==> src/rtl/mono_blit_pkg.sv <==
package mono_blit_pkg;

  typedef enum logic [2:0] {
    ST_IDLE,
    ST_PIX,
    ST_FETCH,
    ST_RDREQ,
    ST_RDWAIT,
    ST_WRREQ,
    ST_DONE
  } blit_state_e;

  // Ternary raster evaluation: code bit index is {pattern, source, dest}
  function automatic logic [7:0] rop_apply(input logic [7:0] code,
                                           input logic [7:0] p,
                                           input logic [7:0] s,
                                           input logic [7:0] d);
    logic [7:0] r;
    for (int k = 0; k < 8; k++) begin
      r[k] = code[{p[k], s[k], d[k]}];
    end
    return r;
  endfunction

  // The destination matters when flipping D can change some output bit
  function automatic logic rop_needs_dst(input logic [7:0] code);
    return (code[7] != code[6]) || (code[5] != code[4]) ||
           (code[3] != code[2]) || (code[1] != code[0]);
  endfunction

  // The pattern matters when the P=1 half differs from the P=0 half
  function automatic logic rop_needs_pat(input logic [7:0] code);
    return code[7:4] != code[3:0];
  endfunction

endpackage

==> src/rtl/mono_blit_srcbuf.sv <==
module mono_blit_srcbuf #(
  parameter int SRC_W = 64
) (
  input  logic             clk,
  input  logic             rst_n,
  input  logic             clear,
  input  logic             load,
  input  logic [SRC_W-1:0] load_data,
  input  logic             step,
  input  logic             line_end,
  output logic             full,
  output logic             cur_bit
);
  localparam int LANES  = SRC_W / 8;
  localparam int LANE_W = $clog2(LANES);

  logic [SRC_W-1:0]  word_q;
  logic [LANE_W-1:0] lane_q;
  logic [2:0]        bit_q;
  logic              full_q;

  always_ff @(posedge clk or negedge rst_n) begin
    if (!rst_n) begin
      word_q <= '0;
      lane_q <= '0;
      bit_q  <= '0;
      full_q <= 1'b0;
    end else if (clear) begin
      lane_q <= '0;
      bit_q  <= '0;
      full_q <= 1'b0;
    end else if (load) begin
      word_q <= load_data;
      full_q <= 1'b1;
    end else if (step) begin
      if (line_end || (&bit_q)) begin
        bit_q  <= '0;
        lane_q <= lane_q + 1'b1;
        if (&lane_q) full_q <= 1'b0;
      end else begin
        bit_q <= bit_q + 1'b1;
      end
    end
  end

  assign full    = full_q;
  // lane L occupies bits 8L+7..8L; pixel 0 of a lane is its bit 7
  assign cur_bit = word_q[{lane_q, ~bit_q}];

  AST_STEP_HAS_DATA: assert property (@(posedge clk) disable iff (!rst_n)
    step |-> full_q);
  AST_LOAD_ONLY_EMPTY: assert property (@(posedge clk) disable iff (!rst_n)
    load |-> !full_q);

endmodule

==> src/rtl/mono_blit_walker.sv <==
module mono_blit_walker #(
  parameter int ADDR_W  = 23,
  parameter int DIM_W   = 12,
  parameter int PITCH_W = 13
) (
  input  logic               clk,
  input  logic               rst_n,
  input  logic               clear,
  input  logic [ADDR_W-1:0]  base,
  input  logic [PITCH_W-1:0] pitch,
  input  logic [DIM_W-1:0]   width,
  input  logic [DIM_W-1:0]   height,
  input  logic               step,
  output logic [ADDR_W-1:0]  addr,
  output logic               last_x,
  output logic               last_pix
);
  logic [DIM_W-1:0]  x_q, y_q;
  logic [ADDR_W-1:0] line_q;

  always_ff @(posedge clk or negedge rst_n) begin
    if (!rst_n) begin
      x_q    <= '0;
      y_q    <= '0;
      line_q <= '0;
    end else if (clear) begin
      x_q    <= '0;
      y_q    <= '0;
      line_q <= base;
    end else if (step) begin
      if (last_x) begin
        x_q    <= '0;
        y_q    <= y_q + 1'b1;
        line_q <= line_q + ADDR_W'(pitch);
      end else begin
        x_q <= x_q + 1'b1;
      end
    end
  end

  assign last_x   = (x_q == width - DIM_W'(1));
  assign last_pix = last_x && (y_q == height - DIM_W'(1));
  assign addr     = line_q + ADDR_W'(x_q);

  AST_X_IN_RANGE: assert property (@(posedge clk) disable iff (!rst_n)
    step |-> (x_q < width) && (y_q < height));

endmodule

==> src/rtl/mono_blit_rop.sv <==
module mono_blit_rop
  import mono_blit_pkg::*;
#(
  parameter int COLOR_W = 24
) (
  input  logic [7:0]         code,
  input  logic [COLOR_W-1:0] fg,
  input  logic [COLOR_W-1:0] bg,
  input  logic               src_bit,
  input  logic [7:0]         dst,
  output logic [7:0]         result
);
  logic [7:0] expanded;
  logic       unused_hi;

  assign expanded  = src_bit ? fg[7:0] : bg[7:0];
  assign unused_hi = ^{fg[COLOR_W-1:8], bg[COLOR_W-1:8]};
  assign result    = rop_apply(code, 8'h00, expanded, dst);

endmodule

==> src/rtl/mono_blit.sv <==
module mono_blit
  import mono_blit_pkg::*;
#(
  parameter int ADDR_W  = 23,
  parameter int DIM_W   = 12,
  parameter int PITCH_W = 13,
  parameter int SRC_W   = 64
) (
  input  logic               clk,
  input  logic               rst_n,
  input  logic               start,
  input  logic [ADDR_W-1:0]  dst_base,
  input  logic [PITCH_W-1:0] dst_pitch,
  input  logic [DIM_W-1:0]   width,
  input  logic [DIM_W-1:0]   height,
  input  logic [23:0]        fg_color,
  input  logic [23:0]        bg_color,
  input  logic [7:0]         rop,
  input  logic               mask_en,
  output logic               busy,
  output logic               done,
  output logic               pat_needed,
  input  logic               src_valid,
  output logic               src_ready,
  input  logic [SRC_W-1:0]   src_data,
  output logic               fb_valid,
  input  logic               fb_ready,
  output logic               fb_we,
  output logic [ADDR_W-1:0]  fb_addr,
  output logic [7:0]         fb_wdata,
  input  logic               fb_rvalid,
  input  logic [7:0]         fb_rdata
);
  localparam int COLOR_W = 24;

  blit_state_e state_q;

  logic [PITCH_W-1:0] pitch_q;
  logic [DIM_W-1:0]   width_q, height_q;
  logic [COLOR_W-1:0] fg_q, bg_q;
  logic [7:0]         rop_q, dst_q;
  logic               mask_q;

  logic kick, load, pix_adv;
  logic buf_full, cur_bit, last_x, last_pix;
  logic skip, need_dst;

  assign kick     = (state_q == ST_IDLE) && start;
  assign load     = (state_q == ST_FETCH) && src_valid;
  assign skip     = mask_q && !cur_bit;
  assign need_dst = rop_needs_dst(rop_q);
  assign pix_adv  = ((state_q == ST_PIX) && buf_full && skip) ||
                    ((state_q == ST_WRREQ) && fb_ready);

  always_ff @(posedge clk or negedge rst_n) begin
    if (!rst_n) begin
      state_q  <= ST_IDLE;
      pitch_q  <= '0;
      width_q  <= '0;
      height_q <= '0;
      fg_q     <= '0;
      bg_q     <= '0;
      rop_q    <= '0;
      mask_q   <= 1'b0;
      dst_q    <= '0;
    end else begin
      case (state_q)
        ST_IDLE: if (start) begin
          pitch_q  <= dst_pitch;
          width_q  <= width;
          height_q <= height;
          fg_q     <= fg_color;
          bg_q     <= bg_color;
          rop_q    <= rop;
          mask_q   <= mask_en;
          state_q  <= (width == '0 || height == '0) ? ST_DONE : ST_PIX;
        end
        ST_PIX: begin
          if (!buf_full)     state_q <= ST_FETCH;
          else if (skip)     state_q <= last_pix ? ST_DONE : ST_PIX;
          else if (need_dst) state_q <= ST_RDREQ;
          else               state_q <= ST_WRREQ;
        end
        ST_FETCH:  if (src_valid) state_q <= ST_PIX;
        ST_RDREQ:  if (fb_ready)  state_q <= ST_RDWAIT;
        ST_RDWAIT: if (fb_rvalid) begin
          dst_q   <= fb_rdata;
          state_q <= ST_WRREQ;
        end
        ST_WRREQ:  if (fb_ready) state_q <= last_pix ? ST_DONE : ST_PIX;
        ST_DONE:   state_q <= ST_IDLE;
        default:   state_q <= ST_IDLE;
      endcase
    end
  end

  mono_blit_srcbuf #(.SRC_W(SRC_W)) u_srcbuf (
    .clk       (clk),
    .rst_n     (rst_n),
    .clear     (kick),
    .load      (load),
    .load_data (src_data),
    .step      (pix_adv),
    .line_end  (last_x),
    .full      (buf_full),
    .cur_bit   (cur_bit)
  );

  mono_blit_walker #(.ADDR_W(ADDR_W), .DIM_W(DIM_W), .PITCH_W(PITCH_W)) u_walker (
    .clk      (clk),
    .rst_n    (rst_n),
    .clear    (kick),
    .base     (dst_base),
    .pitch    (pitch_q),
    .width    (width_q),
    .height   (height_q),
    .step     (pix_adv),
    .addr     (fb_addr),
    .last_x   (last_x),
    .last_pix (last_pix)
  );

  mono_blit_rop #(.COLOR_W(COLOR_W)) u_rop (
    .code    (rop_q),
    .fg      (fg_q),
    .bg      (bg_q),
    .src_bit (cur_bit),
    .dst     (dst_q),
    .result  (fb_wdata)
  );

  assign busy       = (state_q != ST_IDLE);
  assign done       = (state_q == ST_DONE);
  assign pat_needed = rop_needs_pat(rop_q);
  assign src_ready  = (state_q == ST_FETCH);
  assign fb_valid   = (state_q == ST_RDREQ) || (state_q == ST_WRREQ);
  assign fb_we      = (state_q == ST_WRREQ);

  AST_FB_HOLD: assert property (@(posedge clk) disable iff (!rst_n)
    fb_valid && !fb_ready |=> fb_valid && $stable(fb_addr) && $stable(fb_we) && $stable(fb_wdata));
  AST_SRC_READY_BUSY: assert property (@(posedge clk) disable iff (!rst_n)
    src_ready |-> busy && !buf_full);
  AST_MASK_NO_ACCESS: assert property (@(posedge clk) disable iff (!rst_n)
    fb_valid && mask_q |-> cur_bit);
  AST_READ_NEEDS_DST: assert property (@(posedge clk) disable iff (!rst_n)
    fb_valid && !fb_we |-> rop_needs_dst(rop_q));
  AST_DONE_PULSE: assert property (@(posedge clk) disable iff (!rst_n)
    done |=> !done && !busy);

endmodule

==> config.mk <==
export PLATFORM = sky130hd
export DESIGN_NAME = mono_blit
export DESIGN_NICKNAME = d
export VERILOG_FILES = /design/src/rtl/mono_blit_pkg.sv /design/src/rtl/mono_blit_srcbuf.sv /design/src/rtl/mono_blit_walker.sv /design/src/rtl/mono_blit_rop.sv /design/src/rtl/mono_blit.sv
export SDC_FILE = /design/constraint.sdc
export NUM_CORES = 1
export LEC_CHECK = 0
export BUFFER_PORTS_ARGS = -buffer_cell sky130_fd_sc_hd__buf_2
export CORE_MARGIN = 2
export CORE_UTILIZATION = 45
export CTS_BUF_LIST = sky130_fd_sc_hd__clkbuf_4
export CTS_CLUSTER_SIZE = 28
export DETAILED_ROUTE_END_ITERATION = 8
export MAX_ROUTING_LAYER = met4
export PLACE_DENSITY = 0.69
export SLEW_MARGIN = 20
export SYNTH_ARGS = -nofsm -noshare
export SYNTH_HDL_FRONTEND = slang
export SYNTH_SLANG_ARGS = --single-unit
export TNS_END_PERCENT = 30
==> constraint.sdc <==
create_clock -name clk -period 7.4 [get_ports clk]
set_clock_uncertainty 0.05 [all_clocks]
set_input_delay 0 -clock clk [delete_from_list [all_inputs] [get_ports clk]]
set_output_delay 0 -clock clk [all_outputs]
set_load 0.01 [all_outputs]
==> results.json, run 1 <==
{
  "met3_length_mm": 1.45,
  "fin_tns_setup_ps": 0,
  "die-area_um2": 26100,
  "p_leak_nw": 6.75,
  "arrival_ps": 4820,
  "pwr-share-clk_pct": 12.7,
  "ioPinCount": 232,
  "hold_start": "dst_pitch[9]",
  "wl_mm": 33.1,
  "route.detailed.wl_per_inst_um": 17.7,
  "cts_tree": "yes",
  "area_growth_syn_to_layout_pct": 34.5,
  "clkTransAtPathRegs_ps": 190,
  "synth_edf_count": 0,
  "cts-root-buf": "clkbuf_4",
  "power.switching_mw": 2.25,
  "drive_above_1_share_pct": 23.8,
  "internal-power_mw": 3.08,
  "vias_per_cell": 5.42,
  "seq_power_share_pct": 36.5,
  "numCtsBuffers": 17,
  "num_rows": 57,
  "p_sw_share_pct": 42.2,
  "crit_slowest_cell": "nor4b_1",
  "grt_pass1_wl_mm": 53.8,
  "dp_cells": 1617,
  "place_congestion": 0.874,
  "r2r_start": "width_q[0]",
  "syn-instance-count": 1137,
  "synth_seq_cells": 191,
  "grt_start_max_net_pins": 79,
  "synthArstFlopShare_pct": 100,
  "fin_nets": 1761,
  "fmax_ghz": 0.232,
  "antenna_found_initial": 2,
  "worstHoldPathType": "input port to flip-flop",
  "crit_type": "flip-flop to flip-flop",
  "fin_crit_sh_pct": 58.3,
  "ir_worst_vdd_v": 0.000187,
  "tightest_slew_ps": 1070,
  "wl_met1_mm": 13.9,
  "drc_errors": 0,
  "crit_buf_inv": 2,
  "synthesis.area_um2": 11200,
  "track_usage_pct": 26.6,
  "fillers": 1993,
  "wl_met2_mm": 17.1,
  "port_buffers": 199,
  "dp_slack_ps": 3280,
  "rsz0062_at_grt": "no",
  "max-cap-violations": 0,
  "grt_pass1_vias": 10515,
  "overflow": 0,
  "r2r_cells": 11,
  "whs_endpoint": "pitch_q[9]",
  "clock_sinks": 191,
  "path_delay_family": "simple AND/OR/NAND/NOR gates",
  "ys_seq_area_share_pct": 42.9,
  "die_w_um": 161,
  "worstPathCellList": "inv_1, ha_1, nor4b_1, xnor2_1, or4b_4, a2111oi_4, nand3_1, a221oi_2, a32oi_1, dlygate4sd3_1, nand2b_1",
  "fin_hold_ws_ps": 62.2,
  "maxUsedRoutingLayer": "met4",
  "synthDistinctLibCells": 74,
  "final_hold_viol_count": 0,
  "timing.reg2reg.setup_slack_ps": 3080,
  "path_max_fanout": 7,
  "worst_r2r_endpoint": "u_walker.line_q[15]",
  "synthFlopType": "dfrtp_1",
  "synth_area_per_cell_um2": 9.81,
  "post-route-util_pct": 61.7,
  "end_kind": "flip-flop",
  "cts_setup_buffers": 0,
  "hold_depth": 4,
  "slowest_delay_ps": 660,
  "crit_required_ps": 7900,
  "setup_viol_count_final": 0,
  "finalWorstSetupSlack_ps": 3080,
  "ctsHtreeMaxLevel": 4,
  "status": "finished clean",
  "ant_nets": 0,
  "drtPass1Iterations": 7,
  "instances_no_fill": 1870,
  "relSlewSlack_pct": 27.4,
  "drt_iter0_drc": 775,
  "clk_path_buf_depth": 2,
  "coreArea_um2": 24300,
  "report.final.slew_viol_count": 0,
  "start_util_pct": 45.9,
  "power_frac_comb_pct": 50.8,
  "period_needed_ps": 4320,
  "vias": 10142,
  "worstSkewPairLatency_ps": 620,
  "synth_nets": 1367,
  "die_y_um": 161,
  "yosysWarningCount": 0,
  "dp_hpwl_mm": 20.5,
  "power_density_nw_per_um2": 355,
  "cp-start-kind": "flip-flop"
}
-- layout by cell type, fill, tap and decap left out, types with 7 or more instances in the layout --
cell type / instances
nand2_1: 226
buf_2: 198
xor2_1: 18
nor2b_1: 13
nor2_1: 71
nand4_1: 9
a21oi_1: 32
inv_1: 30
ha_1: 33
a31oi_1: 13
dfrtp_1: 191
o21ai_0: 46
a211oi_1: 12
o21a_1: 7
nand2b_1: 12
a31o_2: 7
mux2i_1: 21
dlygate4sd3_1: 218
a2bb2oi_1: 7
buf_4: 8
mux4_2: 22
and3_1: 13
nand3_1: 29
nor3_1: 15
clkbuf_4: 17
o22ai_1: 9
mux2_2: 80
nor4_1: 13
xnor2_1: 47
nand3b_1: 8
-- worst min-delay path, cell delays in order --
cell and delay, ps:
dlygate4sd3_1 520, buf_2 90, nand2_1 40, nand2_1 40
-- flip-flops by register name, indices dropped and copies added (netlist names), 12 cells and up --
name,cells
u_walker.x_q,12
u_walker.y_q,12
u_walker.line_q,23
height_q,12
width_q,12
u_srcbuf.word_q,64
pitch_q,13
-- worst max-delay path by stage --
stage | startpoint | endpoint | slack [ps] | cells after the start
floorplan | width_q[0] | u_walker.y_q[0] | 4060 | 10
global placement | width_q[0] | u_walker.y_q[0] | 3350 | 10
CTS | width_q[0] | u_walker.line_q[15] | 3040 | 11
finish | width_q[0] | u_walker.line_q[15] | 3080 | 11
detailed placement | width_q[0] | u_walker.y_q[0] | 3280 | 10
global route | width_q[0] | u_walker.line_q[15] | 2670 | 10
-- cells in the mapped netlist, drive strengths merged (15+ instances only) --
master	instances	area share (%)
nor2	72	2.4
ha	33	3.7
xor2	18	1.4
mux2	80	8.1
clkbuf	44	1.5
a21oi	34	1.6
mux4	22	4.4
xnor2	47	3.7
o21ai	46	2.1
inv	30	1.0
mux2i	21	1.9
nand3	30	1.5
nand2	227	7.6
nor3	15	0.67
dfrtp	191	43
-- power groups by stage --
stage / Clock (mW) / Combinational, mW / Sequential, mW
final: 0.677 / 2.71 / 1.94
after global routing: 0.738 / 3.01 / 2.00
after CTS: 0.695 / 2.68 / 1.92
after detailed placement: 0 / 2.47 / 1.94
after global placement: 0 / 2.41 / 1.92
after floorplan: 0 / 1.97 / 1.74
-- cells by family (layout without fill, tap and decap cells) --
logic type | count (synthesis) | after routing | synth area share (%)
AND/OR/NAND/NOR | 448 | 448 | 18.6
AO/OA/AOI/OAI | 194 | 194 | 12.2
flip-flops | 191 | 191 | 42.9
multiplexers | 123 | 123 | 14.4
buffers and inverters | 81 | 488 | 2.83
XOR/XNOR | 65 | 65 | 5.10
adder cells (fa/ha/maj) | 35 | 35 | 4.06
other | 0 | 2 | 0
-- area by class of cell --
cell class | instances | area [µm²] | area share [%]
inverter | 30 | 113 | 0.751
timing repair buffer | 426 | 3270 | 21.8
sequential | 191 | 4780 | 31.9
antenna | 2 | 5.00 | 0.0334
tap | 324 | 405 | 2.70
multi-input combinational | 865 | 6060 | 40.4
clock inverter | 15 | 228 | 1.52
clock buffer | 17 | 128 | 0.851
-- timing repair --
action | 4_1_cts | 5_1_grt
hold buffers | 219 | 0
resized for setup | 0 | 0
endpoints found under the hold margin | 240 | 0
-- metal layers --
layer / vias to the layer above / global-route usage [%]
met3: 50 / 4.03
met4: 0 / 7.47
li1: 4839 / -
met2: 274 / 46.6
met5: - / -
met1: 4979 / 32.1
-- metrics by stage --
stage | area [µm²] | power, mW
floorplan | 11200 | 3.72
global placement | 12400 | 4.32
detailed placement | 12400 | 4.41
CTS | 15000 | 5.29
global route | 15000 | 5.75
finish | 15000 | 5.33
(Power assumes the default switching activity.)
==> run 2: changes to the inputs <==
--- a/config.mk
+++ b/config.mk
@@ -5,6 +5,7 @@
 export SDC_FILE = /design/constraint.sdc
 export NUM_CORES = 1
 export LEC_CHECK = 0
+export ABC_AREA = 1
 export BUFFER_PORTS_ARGS = -buffer_cell sky130_fd_sc_hd__buf_2
 export CORE_MARGIN = 2
 export CORE_UTILIZATION = 45
@@ -12,7 +13,7 @@
 export CTS_CLUSTER_SIZE = 28
 export DETAILED_ROUTE_END_ITERATION = 8
 export MAX_ROUTING_LAYER = met4
-export PLACE_DENSITY = 0.69
+export PLACE_DENSITY = 0.68
 export SLEW_MARGIN = 20
 export SYNTH_ARGS = -nofsm -noshare
 export SYNTH_HDL_FRONTEND = slang
==> constraint.sdc (replaced) <==
create_clock -name clk -period 4 [get_ports clk]
set_clock_uncertainty 0.05 [all_clocks]
set_input_delay 0 -clock clk [delete_from_list [all_inputs] [get_ports clk]]
set_output_delay 0 -clock clk [all_outputs]
set_load 0.01 [all_outputs]
==> run 2 against run 1 <==
Compared with the run above: utilization shrank 1.9 points; synthesized area is 3.8% higher; register-to-register slack got worse by 2100 ps; largest power group unchanged; combinational power rose by 120%; synthesized cell count grew 28%; first-iteration DRC count down 4.4%; die area up 3.7%; clock-buffer cell count unchanged; final area is 0.69% higher; worst setup slack worse by 2300 ps.
==> results.json, run 2 <==
{
  "regMostFlops": "u_srcbuf.word_q",
  "die_y_um": 164,
  "seq_power_share_pct": 34.0,
  "dp_hpwl_mm": 21.8,
  "vias_per_cell": 5.16,
  "clk_path_buf_depth": 2,
  "fin_hold_ws_ps": 71.5,
  "status": "finished clean",
  "crit_required_ps": 3950,
  "end_kind": "primary output",
  "track_usage_pct": 25.7,
  "synth_area_per_cell_um2": 7.95,
  "ioPinCount": 232,
  "fin_tns_setup_ps": 0,
  "overflow": 0,
  "wl_mm": 33.4,
  "power.switching_mw": 4.95,
  "drt_iter0_drc": 741,
  "synth_seq_cells": 191,
  "synthFlopType": "dfrtp_1",
  "largest_reg_flops": 64,
  "numCtsBuffers": 17,
  "port_buffers": 199,
  "pwr-share-clk_pct": 10.9,
  "drc_errors": 0,
  "place_congestion": 0.879,
  "rsz0062_at_grt": "no",
  "grt_start_max_net_pins": 130,
  "synth_common_cells": "471 x nand2_1, 191 x dfrtp_1, 119 x nand3_1",
  "worstSkewPairLatency_ps": 610,
  "ctsResizeCount": 0,
  "final_hold_viol_count": 0,
  "synth_nets": 1686,
  "yosysMostFrequentCell": "nand2_1",
  "synth_area_leaders": "dfrtp_1 41%, nand2_1 15%, mux2_2 7.0%, nand3_1 5.1%, o21ai_0 4.2%",
  "ir_worst_vdd_v": 0.000564,
  "die-area_um2": 27000,
  "cts-root-buf": "clkbuf_4",
  "syn-instance-count": 1456,
  "power_density_nw_per_um2": 701,
  "tightest_slew_ps": 904,
  "start_util_pct": 45.8,
  "period_needed_ps": 3180,
  "reg_top3": "u_srcbuf.word_q (64), u_walker.line_q (23), pitch_q (13)",
  "cts_tree": "yes",
  "num_rows": 58,
  "crit_path_frequent_cell": "nor2_1",
  "yosysWarningCount": 0,
  "setup_viol_count_final": 0,
  "fillers": 2211,
  "synth_top_area_share_pct": 41.3,
  "vias": 11221,
  "relSlewSlack_pct": 39.5,
  "route.detailed.wl_per_inst_um": 15.4,
  "arrival_ps": 3130,
  "power_frac_comb_pct": 55.1,
  "synth_edf_count": 0,
  "internal-power_mw": 5.63,
  "path_max_fanout": 4,
  "synthDistinctLibCells": 42,
  "yosys.area.top_type": "dfrtp_1",
  "clock_sinks": 191,
  "grt_pass1_wl_mm": 53.8,
  "crit_slowest_cell": "dfrtp_1",
  "max-cap-violations": 0,
  "final_cell_mix": "469 x nand2_1, 198 x buf_2, 194 x dlygate4sd3_1",
  "ys_seq_area_share_pct": 41.3,
  "area_growth_syn_to_layout_pct": 30.4,
  "worstHoldPathType": "input port to flip-flop",
  "synthesis.area_um2": 11600,
  "worstPathCellList": "ha_1, inv_1, fa_1, nor2_1, a211oi_1, o211ai_1, and3_1, nand2_1, nor2_1, xor2_1, buf_2",
  "report.final.slew_viol_count": 0,
  "grt_pass1_vias": 10992,
  "cp-start-kind": "flip-flop",
  "antenna_found_initial": 1,
  "drive_above_1_share_pct": 18.6,
  "multi_input_area_um2": 6090,
  "fin_nets": 2059,
  "p_leak_nw": 7.41,
  "drtPass1Iterations": 5,
  "layout_commonest_cell": "nand2_1",
  "fmax_ghz": 0.314,
  "clkTransAtPathRegs_ps": 180,
  "ctsHtreeMaxLevel": 4,
  "coreArea_um2": 25300,
  "p_sw_share_pct": 46.8,
  "regArea_um2": 4780,
  "timing.reg2reg.setup_slack_ps": 970,
  "die_w_um": 164,
  "synthArstFlopShare_pct": 100,
  "slowest_delay_ps": 450,
  "fin_crit_sh_pct": 79.5,
  "crit_type": "flip-flop to primary output",
  "ant_nets": 0
}
==> run 2: path summary, 6_finish.rpt <==
path / startpoint / to / depth (start not counted)
max: u_walker.x_q[0] / fb_addr[20] / 11
min: fg_color[3] / fg_q[3] / 4
max reg2reg: width_q[0] / u_walker.y_q[11] / 15
min reg2reg: pitch_q[10] / pitch_q[10] / 2
max in group asynchronous: rst_n / u_srcbuf.bit_q[2] / 4
min in group asynchronous: rst_n / pitch_q[8] / 4
==> run 2: critical path: cells and delay by family (launching register included) <==
| kind | cells | cell delay [ps] |
|---|---|---|
| AO/OA/AOI/OAI | 2 | 410 |
| XOR/XNOR | 1 | 140 |
| adder cells (fa/ha/maj) | 2 | 630 |
| buffers and inverters | 2 | 210 |
| flip-flops | 1 | 450 |
| AND/OR/NAND/NOR | 4 | 710 |
==> run 2: what timing repair did <==
item / 4_1_cts / 5_1_grt
hold buffers: 195 / 0
buffers inserted: 0 / 0
endpoints found under the hold margin: 368 / 0
==> run 2: cell type report <==
cell class	instances	area share [%]
well taps	330	2.73
inverters	109	2.75
clock buffers	17	0.845
multi-input cells	1105	40.3
repair buffers	405	20.4
clock inverters	15	1.23
diodes	3	0.0497
flip-flops and latches	191	31.7
==> run 2: metrics by stage <==
step                setup WS, ps  utilization, %  total power, mW  area (µm²)  std cells
finish                       819            59.8             10.6       15100       2175
global route                 497            59.8             11.6       15100       2174
CTS                          741            59.8             10.5       15100       2172
detailed placement          1020            50.7             8.95       12800       1945
global placement            1080            50.7             8.80       12800       1945
floorplan                   1640               -             7.54       11600       1456
==> run 2: logic make-up after synthesis <==
group                    after synthesis  synth area share (%)
AND/OR/NAND/NOR                      739                  27.0
flip-flops                           191                  41.3
AO/OA/AOI/OAI                        169                  7.74
buffers and inverters                160                  6.15
XOR/XNOR                              82                  6.20
multiplexers                          80                  7.70
adder cells (fa/ha/maj)               35                  3.91
==> run 2: power groups by stage <==
stage / registers, mW / clock network (mW) / logic (mW)
floorplan: 3.33 / 0 / 4.21
global placement: 3.57 / 0 / 5.23
detailed placement: 3.60 / 0 / 5.35
CTS: 3.56 / 1.19 / 5.75
global route: 3.71 / 1.27 / 6.57
finish: 3.60 / 1.16 / 5.83
==> run 2: metal layers <==
| metal | share of wire [%] | global-route usage (%) | wire (µm) | vias up |
|---|---|---|---|---|
| met5 | 0 | - | 0 | - |
| met4 | 2.3 | 8.26 | 765 | 0 |
| met3 | 5.1 | 3.92 | 1700 | 69 |
| met2 | 48 | 41.8 | 16100 | 346 |
| met1 | 44 | 33.2 | 14800 | 5284 |
| li1 | - | - | - | 5522 |
==> run 3: changes to the inputs <==
==> constraint.sdc (replaced) <==
create_clock -name clk -period 3.05 [get_ports clk]
set_clock_uncertainty 0.05 [all_clocks]
set_input_delay 0 -clock clk [delete_from_list [all_inputs] [get_ports clk]]
set_output_delay 0 -clock clk [all_outputs]
set_load 0.01 [all_outputs]
==> run 3 against run 2 <==
Compared with the run above: clock power increased by 23%; flip-flop and latch count unchanged; global-route usage increased by 0.71 points; largest cell class unchanged.
==> results.json, run 3 (synthesis gave the netlist of run 2 again) <==
{
  "die-area_um2": 27000,
  "worstSkewPairLatency_ps": 620,
  "drive_above_1_share_pct": 21.4,
  "ant_nets": 0,
  "final_hold_viol_count": 0,
  "clkTransAtPathRegs_ps": 210,
  "dp_hpwl_mm": 22.4,
  "track_usage_pct": 26.4,
  "clk_path_buf_depth": 2,
  "grt_pass1_wl_mm": 54.8,
  "wl_mm": 35.0,
  "antenna_found_initial": 1,
  "crit_slowest_cell": "dfrtp_2",
  "worst_r2r_endpoint": "state_q[2]",
  "path_max_fanout": 4,
  "r2r_start": "u_srcbuf.bit_q[0]",
  "clock_sinks": 191,
  "p_leak_nw": 7.53,
  "wl_met1_mm": 15.0,
  "die_w_um": 164,
  "rsz0062_at_grt": "yes",
  "r2r_cells": 17,
  "dp_slack_ps": 360,
  "port_buffers": 199,
  "crit_buf_inv": 2,
  "area_growth_syn_to_layout_pct": 34.0,
  "vias_per_cell": 5.18,
  "final_cell_mix": "468 x nand2_1, 199 x dlygate4sd3_1, 199 x buf_2",
  "ir_worst_vdd_v": 0.000425,
  "crit_path_frequent_cell": "nand2_1",
  "whs_endpoint": "bg_q[6]",
  "dp_cells": 1951,
  "cp-start-kind": "flip-flop",
  "path_delay_family": "simple AND/OR/NAND/NOR gates",
  "post-route-util_pct": 61.4,
  "tightest_slew_ps": 680,
  "timing.reg2reg.setup_slack_ps": 180,
  "numCtsBuffers": 17,
  "report.final.slew_viol_count": 0,
  "power_density_nw_per_um2": 925,
  "vias": 11392,
  "max-cap-violations": 0,
  "ctsHtreeMaxLevel": 4,
  "crit_required_ps": 3000,
  "hold_start": "bg_color[6]",
  "die_y_um": 164,
  "worstPathCellList": "ha_1, nand2_1, nor2_1, nand4_1, o211ai_1, buf_4, and3_4, nand2_1, nor2_2, xor2_1, buf_2",
  "finalWorstSetupSlack_ps": 128,
  "overflow": 0,
  "arrival_ps": 2870,
  "instances_no_fill": 2201,
  "num_rows": 58,
  "wl_met2_mm": 17.3,
  "ioPinCount": 232,
  "drc_errors": 0,
  "period_needed_ps": 2920,
  "slowest_delay_ps": 490,
  "worstHoldPathType": "input port to flip-flop",
  "coreArea_um2": 25300,
  "largest_reg_flops": 64,
  "met3_length_mm": 1.73,
  "fmax_ghz": 0.342,
  "grt_pass1_vias": 11293,
  "layout_commonest_cell": "nand2_1",
  "maxUsedRoutingLayer": "met4",
  "status": "finished clean",
  "fin_crit_sh_pct": 95.8,
  "setup_viol_count_final": 0,
  "fillers": 2170,
  "end_kind": "primary output",
  "start_util_pct": 45.8,
  "fin_nets": 2085,
  "drt_iter0_drc": 731,
  "grt_start_max_net_pins": 127,
  "drtPass1Iterations": 7,
  "relSlewSlack_pct": 54.7,
  "regMostFlops": "u_srcbuf.word_q",
  "cts_tree": "yes",
  "reg_top3": "u_srcbuf.word_q (64), u_walker.line_q (23), pitch_q (13)",
  "cts-root-buf": "clkbuf_4",
  "place_congestion": 0.875,
  "route.detailed.wl_per_inst_um": 15.9,
  "crit_type": "flip-flop to primary output",
  "hold_depth": 4
}
-- run 3: changes by cell type in the layout (fill, tap and decap cells not counted), moves of 4 or more --
cell and change:
ha_4 +4, dlygate4sd3_1 +5, o21ai_1 +8, dfrtp_1 -10, buf_4 +14, ha_1 -9
nor2_1 -4, dfrtp_2 +9, o21ai_0 -11, ha_2 +5
-- run 3: repair_timing --
item / CTS / global route
endpoints found under the hold margin: 359 / 0
resized for setup: 9 / 54
pin swaps: 2 / 7
buffers inserted: 4 / 8
cloned: 0 / 3
setup endpoints to repair: 10 / 21
hold buffers: 200 / 0
-- run 3: through the flow --
stage	TNS, ps	instance area [µm²]	hold slack (ps)	power [mW]
after floorplan	0	11600	-346	9.88
after global placement	0	12900	47.5	11.6
after detailed placement	0	12900	50.9	11.8
after CTS	-23.3	15200	21.5	13.8
after global routing	-74.3	15500	30.1	15.6
final	0	15500	58.0	14.3
-- run 3: final cells by class --
cell class | instances | area, µm² | share of cell area (%)
Inverter | 109 | 425 | 2.74
Multi-Input combinational cell | 1106 | 6250 | 40.3
Tap cell | 330 | 413 | 2.66
Sequential cell | 191 | 4790 | 30.9
Timing Repair inverter | 1 | 8.76 | 0.0565
Antenna cell | 3 | 7.51 | 0.0484
Clock buffer | 17 | 128 | 0.823
Clock inverter | 15 | 165 | 1.06
Timing Repair Buffer | 429 | 3320 | 21.4
-- run 3: layer usage --
metal / vias up / track usage (%)
met4: 0 / 8.14
met3: 79 / 4.65
met1: 5359 / 32.4
met2: 358 / 44.7
li1: 5596 / -
met5: - / -
-- run 3: where the power goes --
| part | switching (mW) | internal (mW) |
|---|---|---|
| Sequential | 1.10 | 3.68 |
| Combinational | 4.57 | 3.56 |
| Clock | 1.05 | 0.379 |
-- run 3: worst register-to-register path, cell delays in order, from the launching register on --
cell and delay, ps:
dfrtp_4 620, buf_12 180, nand2_1 70, nand3_1 80, nand3_1 100, nand2_1 90, nand2_1 70, nand3_1 120
nand3_4 170, nand2_4 120, buf_4 170, nor2_4 100, nand2_1 60, nand3_1 70, nand3b_1 90, nand2_1 70
nand2_1 40, dlygate4sd3_1 540
-- run 3: worst max path at each step --
stage	depth (start not counted)	start	end	slack [ps]
detailed placement	15	width_q[0]	u_walker.line_q[16]	360
global placement	15	width_q[0]	u_walker.line_q[6]	380
global route	12	u_walker.line_q[0]	fb_addr[20]	-40
finish	11	u_walker.x_q[11]	fb_addr[20]	130
floorplan	13	u_walker.line_q[0]	u_walker.line_q[20]	690
CTS	11	u_walker.line_q[0]	fb_addr[20]	-20
